**src/rtl/lse_pkg.sv**
```systemverilog
package lse_pkg;
  typedef logic [1:0] lvl_t;

  localparam lvl_t SWING_TOP  = 2'd3;
  localparam int   NIB_CR     = 0;
  localparam int   NIB_EQ     = 1;
  localparam int   NIB_LOCK   = 2;
  localparam int   ALIGN_DONE = 0;

  // Ceiling on pre-emphasis for a given swing level
  function automatic lvl_t pre_ceiling(lvl_t swing);
    case (swing)
      2'd0, 2'd1: return 2'd2;
      2'd2:       return 2'd1;
      default:    return 2'd0;
    endcase
  endfunction

  function automatic logic [3:0] lane_nibble(logic [7:0] b, logic odd);
    return odd ? b[7:4] : b[3:0];
  endfunction

  function automatic lvl_t req_swing(logic [7:0] b, logic odd);
    return odd ? b[5:4] : b[1:0];
  endfunction

  function automatic lvl_t req_pre(logic [7:0] b, logic odd);
    return odd ? b[7:6] : b[3:2];
  endfunction

  function automatic logic [7:0] pack_setting(lvl_t sw, logic sw_flag,
                                              lvl_t pe, logic pe_flag);
    return {2'b00, pe_flag, pe, sw_flag, sw};
  endfunction
endpackage

```
**src/rtl/lse_lane_status.sv**
```systemverilog
module lse_lane_status
  import lse_pkg::*;
#(
  parameter int LANES = 4,
  localparam int GB   = LANES / 2
) (
  input  logic [8*GB-1:0] status_grp,
  input  logic [7:0]      align_byte,
  input  logic [LANES-1:0] active,
  output logic            cr_all,
  output logic            eq_all
);
  logic [LANES-1:0] lane_cr_ok;
  logic [LANES-1:0] lane_eq_ok;

  for (genvar n = 0; n < LANES; n++) begin : g_lane
    logic [3:0] nib;
    assign nib = lane_nibble(status_grp[8*(n/2) +: 8], 1'(n % 2));
    assign lane_cr_ok[n] = nib[NIB_CR] | ~active[n];
    assign lane_eq_ok[n] = (nib[NIB_CR] & nib[NIB_EQ] & nib[NIB_LOCK]) | ~active[n];
  end

  assign cr_all = &lane_cr_ok;
  assign eq_all = align_byte[ALIGN_DONE] & (&lane_eq_ok);
endmodule

```
**src/rtl/lse_drive_merge.sv**
```systemverilog
module lse_drive_merge
  import lse_pkg::*;
#(
  parameter int LANES = 4,
  localparam int GB   = LANES / 2
) (
  input  logic [8*GB-1:0]  adjust_grp,
  input  logic [LANES-1:0] active,
  output lvl_t             swing_max,
  output lvl_t             pre_max,
  output logic [7:0]       setting
);
  lvl_t lane_sw [LANES];
  lvl_t lane_pe [LANES];

  for (genvar n = 0; n < LANES; n++) begin : g_req
    assign lane_sw[n] = active[n] ? req_swing(adjust_grp[8*(n/2) +: 8], 1'(n % 2)) : 2'd0;
    assign lane_pe[n] = active[n] ? req_pre(adjust_grp[8*(n/2) +: 8], 1'(n % 2))   : 2'd0;
  end

  always_comb begin
    swing_max = '0;
    pre_max   = '0;
    for (int n = 0; n < LANES; n++) begin
      if (lane_sw[n] > swing_max) swing_max = lane_sw[n];
      if (lane_pe[n] > pre_max)   pre_max   = lane_pe[n];
    end
  end

  lvl_t sw_final, pe_final, ceil;
  logic sw_hit, pe_hit;

  always_comb begin
    sw_hit   = (swing_max >= SWING_TOP);
    sw_final = sw_hit ? SWING_TOP : swing_max;
    ceil     = pre_ceiling(sw_final);
    pe_hit   = (pre_max >= ceil);
    pe_final = pe_hit ? ceil : pre_max;
  end

  assign setting = pack_setting(sw_final, sw_hit, pe_final, pe_hit);
endmodule

```
**src/rtl/link_drive_eval.sv**
```systemverilog
module link_drive_eval
  import lse_pkg::*;
#(
  parameter int LANES  = 4,
  parameter int SEL_W  = 2,
  localparam int GB    = LANES / 2,
  localparam int NBYTE = 2 * GB + 2
) (
  input  logic               clk,
  input  logic               rst_n,
  input  logic               in_valid,
  input  logic [SEL_W-1:0]   lane_sel,
  input  logic [8*NBYTE-1:0] link_status,
  output logic               out_valid,
  output logic               cr_done,
  output logic               eq_done,
  output logic [8*LANES-1:0] lane_setting
);
  localparam int ALIGN_IX  = GB;
  localparam int SINK_IX   = GB + 1;
  localparam int ADJ_LO    = 8 * (GB + 2);

  logic [LANES-1:0] active;
  int               lane_cnt;

  always_comb begin
    lane_cnt = 1 << lane_sel;
    if (lane_cnt > LANES) lane_cnt = LANES;
    for (int n = 0; n < LANES; n++) active[n] = (n < lane_cnt);
  end

  logic       cr_now, eq_now;
  lvl_t       v_req_max, p_req_max;
  logic [7:0] set_now;

  lse_lane_status #(.LANES(LANES)) u_status (
    .status_grp (link_status[8*GB-1:0]),
    .align_byte (link_status[8*ALIGN_IX +: 8]),
    .active     (active),
    .cr_all     (cr_now),
    .eq_all     (eq_now)
  );

  lse_drive_merge #(.LANES(LANES)) u_merge (
    .adjust_grp (link_status[ADJ_LO +: 8*GB]),
    .active     (active),
    .swing_max  (v_req_max),
    .pre_max    (p_req_max),
    .setting    (set_now)
  );

  logic unused_sink;
  assign unused_sink = ^{link_status[8*SINK_IX +: 8], p_req_max};

  logic [7:0] set_q;

  always_ff @(posedge clk) begin
    if (!rst_n) begin
      out_valid <= 1'b0;
      cr_done   <= 1'b0;
      eq_done   <= 1'b0;
      set_q     <= '0;
    end else begin
      out_valid <= in_valid;
      if (in_valid) begin
        cr_done <= cr_now;
        eq_done <= eq_now;
        set_q   <= set_now;
      end
    end
  end

  for (genvar n = 0; n < LANES; n++) begin : g_out
    assign lane_setting[8*n +: 8] = set_q;
  end
endmodule

```
**config.mk**
```make
export PLATFORM = sky130hd
export DESIGN_NAME = link_drive_eval
export DESIGN_NICKNAME = d
export VERILOG_FILES = /design/src/rtl/lse_pkg.sv /design/src/rtl/lse_lane_status.sv /design/src/rtl/lse_drive_merge.sv /design/src/rtl/link_drive_eval.sv
export SDC_FILE = /design/constraint.sdc
export NUM_CORES = 1
export LEC_CHECK = 0
export BUFFER_PORTS_ARGS = -buffer_cell sky130_fd_sc_hd__buf_2
export CORE_MARGIN = 1
export CORE_UTILIZATION = 44
export CTS_CLUSTER_DIAMETER = 200
export DETAILED_ROUTE_END_ITERATION = 16
export PLACE_DENSITY_LB_ADDON = 0.3
export SLEW_MARGIN = 5
export SYNTH_ARGS = -nofsm -noshare
export SYNTH_HDL_FRONTEND = slang
export SYNTH_SLANG_ARGS = --single-unit
```
**constraint.sdc**
```tcl
create_clock -name clk -period 14.05 [get_ports clk]
set_input_delay 3.5125 -clock clk [delete_from_list [all_inputs] [get_ports clk]]
set_output_delay 3.5125 -clock clk [all_outputs]
set_load 0.005 [all_outputs]
```
-- Yosys cells after proc, flatten, opt, wreduce, memory -nomap -nowiden
Index checks and enable logic that the tools add are counted.
- input port bits: 53
- output and inout port bits: 35
- flip-flop bits (word level): 9
- reductions and logical operators: 4
- eq/ne operators: 2
- muxes and demuxes: 20
- bitwise operators: 21
- shift operators: 1
- magnitude comparators: 15
- operators by type and width (cell ; number):
    < comparator 3 x 32 -> 1 bit (first input constant) ; 2
    two-way mux 2 bit ; 18
    greater-than comparator 32 x 4 -> 1 bit (second input constant) ; 1
    < comparator 1 x 32 -> 1 bit (first input constant) ; 1
    < comparator 2 x 32 -> 1 bit (first input constant) ; 1
    two-way mux 32 bit ; 1
    << shifter 1 x 2 -> 32 bit (first input constant) ; 1
    greater-than comparator 2 bit ; 6
    bitwise AND 1 bit ; 9
    OR 1 bit ; 8
    AND reduction 4 bit ; 2
    greater-than comparator 2 x 1 -> 1 bit (second input constant) ; 2
    NOT 1 bit ; 4
    case mux 2 bit (2 select lines) ; 1
    == test 2 x 1 -> 1 bit (second input constant) ; 1
    == test 2 bit (second input constant) ; 1
    greater-or-equal comparator 2 bit ; 1
    greater-or-equal comparator 2 bit (second input constant) ; 1
    zero test 2 bit ; 1
    OR reduction 2 bit ; 1

-- Depth between registers and ports, before layout
- depth after elaboration: 20
- depth in mapped cells: 23
- gate-level depth less buffers: 22

-- By module
Synthesis repeated with hierarchy kept, for this count alone.
- cells, all modules: 163
- area total of the unflattened synthesis: 1311.3 um2
- modules (own cells, without submodules) (module ; area each (um2) ; times used ; seq. area each (um2) ; cells each):
    lse_drive_merge ; 638.1 ; 1 ; 0.0 ; 88
    link_drive_eval ; 603.1 ; 1 ; 220.2 ; 62
    lse_lane_status ; 70.1 ; 1 ; 0.0 ; 13

-- Worst setup path before layout
Ideal clock, no wire load.
- path kind: input port to flip-flop
- start point: input lane_sel[1]
- end point: register set_q[3]
- path slack: 6.670 ns
- buffers on the path: 1
- data arrival time: 7.305 ns
- data required time: 13.976 ns
- stages: 22
- path through: buf_4 nor2_1 nor2b_1 ha_1 and3_1 a211o_1 ha_1 nand2b_1 a221o_1 nor2_1 a31oi_1 ha_1 inv_1 o22ai_1 or2_2 and3_1 ha_1 nand2b_1 a21oi_1 and2_1 nand4bb_1 a31oi_1
- word-level cells in the longest chain between the ends: 20
- RTL lines (item ; RTL line ; text):
    from (decl) ; link_drive_eval.sv:12 ; input logic [SEL_W-1:0] lane_sel,
    << shifter 1 x 2 -> 32 bit * ; link_drive_eval.sv:27 ; lane_cnt = 1 << lane_sel;
    greater-than comparator 32 x 4 -> 1 bit ; link_drive_eval.sv:28 ; if (lane_cnt > LANES) lane_cnt = LANES;
    two-way mux 32 bit * ; link_drive_eval.sv:28 ;
    < comparator 1 x 32 -> 1 bit ; link_drive_eval.sv:29 ; for (int n = 0; n < LANES; n++) active[n] = (n < lane_cnt);
    two-way mux 2 bit ; lse_drive_merge.sv:17 ; assign lane_sw[n] = active[n] ? req_swing(adjust_grp[8*(n/2) +: 8], 1'(n % 2)) : 2'd0;
    greater-than comparator 2 x 1 -> 1 bit ; lse_drive_merge.sv:25 ; if (lane_sw[n] > swing_max) swing_max = lane_sw[n];
    two-way mux 2 bit ; lse_drive_merge.sv:25 ;
    greater-than comparator 2 bit ; lse_drive_merge.sv:25 ;
    (+4 left out) ; - ;
    two-way mux 2 bit ; lse_drive_merge.sv:25 ;
    greater-or-equal comparator 2 bit ; lse_drive_merge.sv:34 ; sw_hit = (swing_max >= SWING_TOP);
    two-way mux 2 bit ; lse_drive_merge.sv:35 ; sw_final = sw_hit ? SWING_TOP : swing_max;
    == test 2 x 1 -> 1 bit / zero test 2 bit (equally long branches) ; lse_pkg.sv:12 ; case (swing)
    OR reduction 2 bit ; lse_pkg.sv:12 ;
    case mux 2 bit (2 select lines) ; lse_pkg.sv:12 ;
    greater-or-equal comparator 2 bit ; lse_drive_merge.sv:37 ; pe_hit = (pre_max >= ceil);
    two-way mux 2 bit * ; lse_drive_merge.sv:38 ; pe_final = pe_hit ? ceil : pre_max;
    to (signal assigned) ; link_drive_eval.sv:68 ; set_q <= set_now;
    to (decl) ; link_drive_eval.sv:55 ; logic [7:0] set_q;
Every way passes the cells marked *; elsewhere a longest branch is shown, timed or not.
A chain may end at the register's enable or synchronous reset.

-- Worst setup path after layout
Ends and elaborated chain as after synthesis.

==> flow_summary.yaml <==
status:
  status: "finished, final reports clean"
sta:
  grt_setup_unrepaired: "no"
  fin_crit_ns: 7.60
  fin_hold_ws_ns: 0.478
  timing.fmax_mhz: 132
  setup_viol: 0
  drv_slew: 0
  relSlewSlack_pct: 66.7
  skew_ns: 0
  finalHoldViolCount: 0
  period_share_pct: 54.1
  setup_tns_ns: 0
  tightest_slew_ns: 0.486
place:
  dpl_cell_area_um2: 1380
  io_buffers: 60
  placed_cells: 229
  dp.final_hpwl_mm: 2.20
  place.gp.congestion: 0.795
logic_synthesis:
  async_flop_share_pct: 0
  synth_ff_type: "dfxtp_1"
  seq_area_frac_synth_pct: 14.6
  synth-edff-count: 0
  ys_warn_count: 0
  syn_avg_cell_area_um2: 7.60
  netlist_area_um2: 1230
  syn_inst: 162
  ys_ff_latch: 9
  synth_cell_type_count: 38
worst_hold_path:
  worstHoldPathType: "reg -> reg"
  worstHoldStart: "cr_done$_SDFFE_PN0P_"
  hold_depth: 2
  hold_end: "cr_done$_SDFFE_PN0P_"
critical_path:
  crit-reg2reg-launch: "set_q[0]$_SDFFE_PN0P_"
  r2r_cells: 2
  reg2reg_to: "set_q[0]$_SDFFE_PN0P_"
  rrSetupSlack_ns: 13.32
  cp_max_fo: 14
  path_class: "in -> reg"
  start_kind: "input pin"
  cp.arrival_ns: 7.79
  end_kind: "register"
  worstPathRequired_ns: 14.24
floorplanning:
  core_um2: 2570
  start_util_pct: 48.0
  die_w_um: 54.9
  pin_count: 88
  die_area_um2: 3010
  num_rows: 18
  fp.dieH_um: 54.9
drt:
  viasPerCell: 5.19
  drcViolationCount: 0
  wl_per_cell_um: 11.0
  ant_nets: 0
  drtIter0Drc: 32
  drtPass1Iterations: 4
  routed_wl_mm: 2.56
  vias: 1209
clock_tree:
  ctsResizeCount: 0
  h-tree-depth: 1
  clk_latency_ns: 0.25
  cts_hold_buf: 0
  cts_sinks: 9
  cts_setup_buffers: 0
  path_clk_slew_ns: 0.06
  cts_made_buffers: 3
  cts_tree: "done"
  cts-root-buf: "clkbuf_4"
  clock_path_buffers: 2
global_routing:
  grt_pass1_wl_mm: 4.08
  antenna_found_initial: 0
  grt-ovfl-total: 0
  grtUsageTotal_pct: 18.7
  grt_start_max_net_pins: 15
  grt_pass1_vias: 1051
cells_and_area:
  final_common_cell: "buf_2"
  drive_gt1_share_pct: 32.5
  fin_nets: 278
  syn_to_final_growth_pct: 14.3
  antennaDiodeCount: 0
  final_cell_mix: "60 x buf_2, 21 x ha_1, 16 x inv_1"
  design_area_um2: 1410
  final_cells: 233
power_and_ir_drop:
  vdd_ir_drop_max_mv: 0.0511
  power_w: 0.0000992
  p_per_area_nw_per_um2: 70.5
  leakage_nw: 0.811
job:
  drv_cap: 0
-- how the worst max path moves through the flow --
stage / startpoint / end / slack (ns) / depth (start not counted)
after floorplan: lane_sel[1] / set_q[3]$_SDFFE_PN0P_ / 6.67 / 22
after global placement: lane_sel[1] / set_q[3]$_SDFFE_PN0P_ / 6.29 / 22
after detailed placement: lane_sel[1] / set_q[3]$_SDFFE_PN0P_ / 6.18 / 23
after CTS: lane_sel[1] / set_q[3]$_SDFFE_PN0P_ / 6.44 / 23
after global routing: lane_sel[1] / set_q[3]$_SDFFE_PN0P_ / 6.05 / 23
final: lane_sel[1] / set_q[3]$_SDFFE_PN0P_ / 6.45 / 23
-- power breakdown --
group / internal, W / total [W] / switching (W) / leakage [nW]
Combinational: 0.0000240 / 0.0000503 / 0.0000263 / 0.721
Sequential: 0.0000276 / 0.0000293 / 0.00000170 / 0.0741
Clock: 0.0000109 / 0.0000197 / 0.00000873 / 0.0150
Total: 0.0000625 / 0.0000992 / 0.0000367 / 0.811
-- synth_stat cells, drive strengths merged, types with 3 or more instances --
library cell,instances,area [um^2]
o21ai,5,25.0
inv,16,60.1
nor2b,4,25.0
nand2b,5,31.3
nand2,15,56.3
a31oi,5,31.3
buf,27,203
o21bai,3,22.5
ha,21,263
and3,3,18.8
nor2,11,41.3
clkbuf,3,11.3
a21oi,3,15.0
nand3,5,25.0
dfxtp,9,180
a32oi,3,26.3
-- state kept, by name, summed over array words and instances (netlist names) --
signal	count
set_q	6
out_valid	1
cr_done	1
eq_done	1
-- metrics by stage --
stage	setup WS, ns	util (%)
6_report	6.45	54.8
5_1_grt	6.05	54.8
4_1_cts	6.44	54.8
3_5_place_dp	6.18	53.8
3_3_place_gp	6.29	53.8
2_1_floorplan	6.67	-
-- kinds of logic (layout without fill, tap and decap cells) --
group | count (synthesis) | after routing | share of synthesized area, %
multiplexers | 1 | 1 | 0.813
buffers and inverters | 46 | 80 | 22.3
adder cells (fa/ha/maj) | 21 | 21 | 21.3
flip-flops | 9 | 9 | 14.6
AND/OR/NAND/NOR | 53 | 53 | 22.5
other | 1 | 8 | 0.305
AO/OA/AOI/OAI | 31 | 31 | 18.2
-- area by class of cell --
type	count	area, um^2
fillers	265	1160
multi-input cells	114	803
repair buffers	60	300
flip-flops and latches	9	180
inverters	16	60.1
well taps	30	37.5
clock buffers	4	26.3
-- critical path: stages --
cell       delay (ns)
buf_2            0.23
nor2_1           0.10
nor2b_1          0.16
ha_1             0.29
nand2b_1         0.16
a221oi_2         0.10
a211o_1          0.25
ha_1             0.27
nand2b_1         0.08
a221o_1          0.37
nor2_1           0.14
a31oi_1          0.06
ha_1             0.28
inv_1            0.03
o22ai_1          0.27
o211ai_1         0.19
and3_1           0.22
ha_1             0.26
nand2b_1         0.14
a21oi_1          0.18
and2_1           0.19
nand4bb_1        0.11
a31oi_1          0.17
-- routing by layer --
layer | GRT usage [%] | share of wire, %
met5 | 0 | 0
met4 | 8.33 | 1.4
met3 | 1.91 | 6.9
met2 | 34.7 | 50
met1 | 21.3 | 42
No activity file was read; power rests on OpenSTA's default activity.
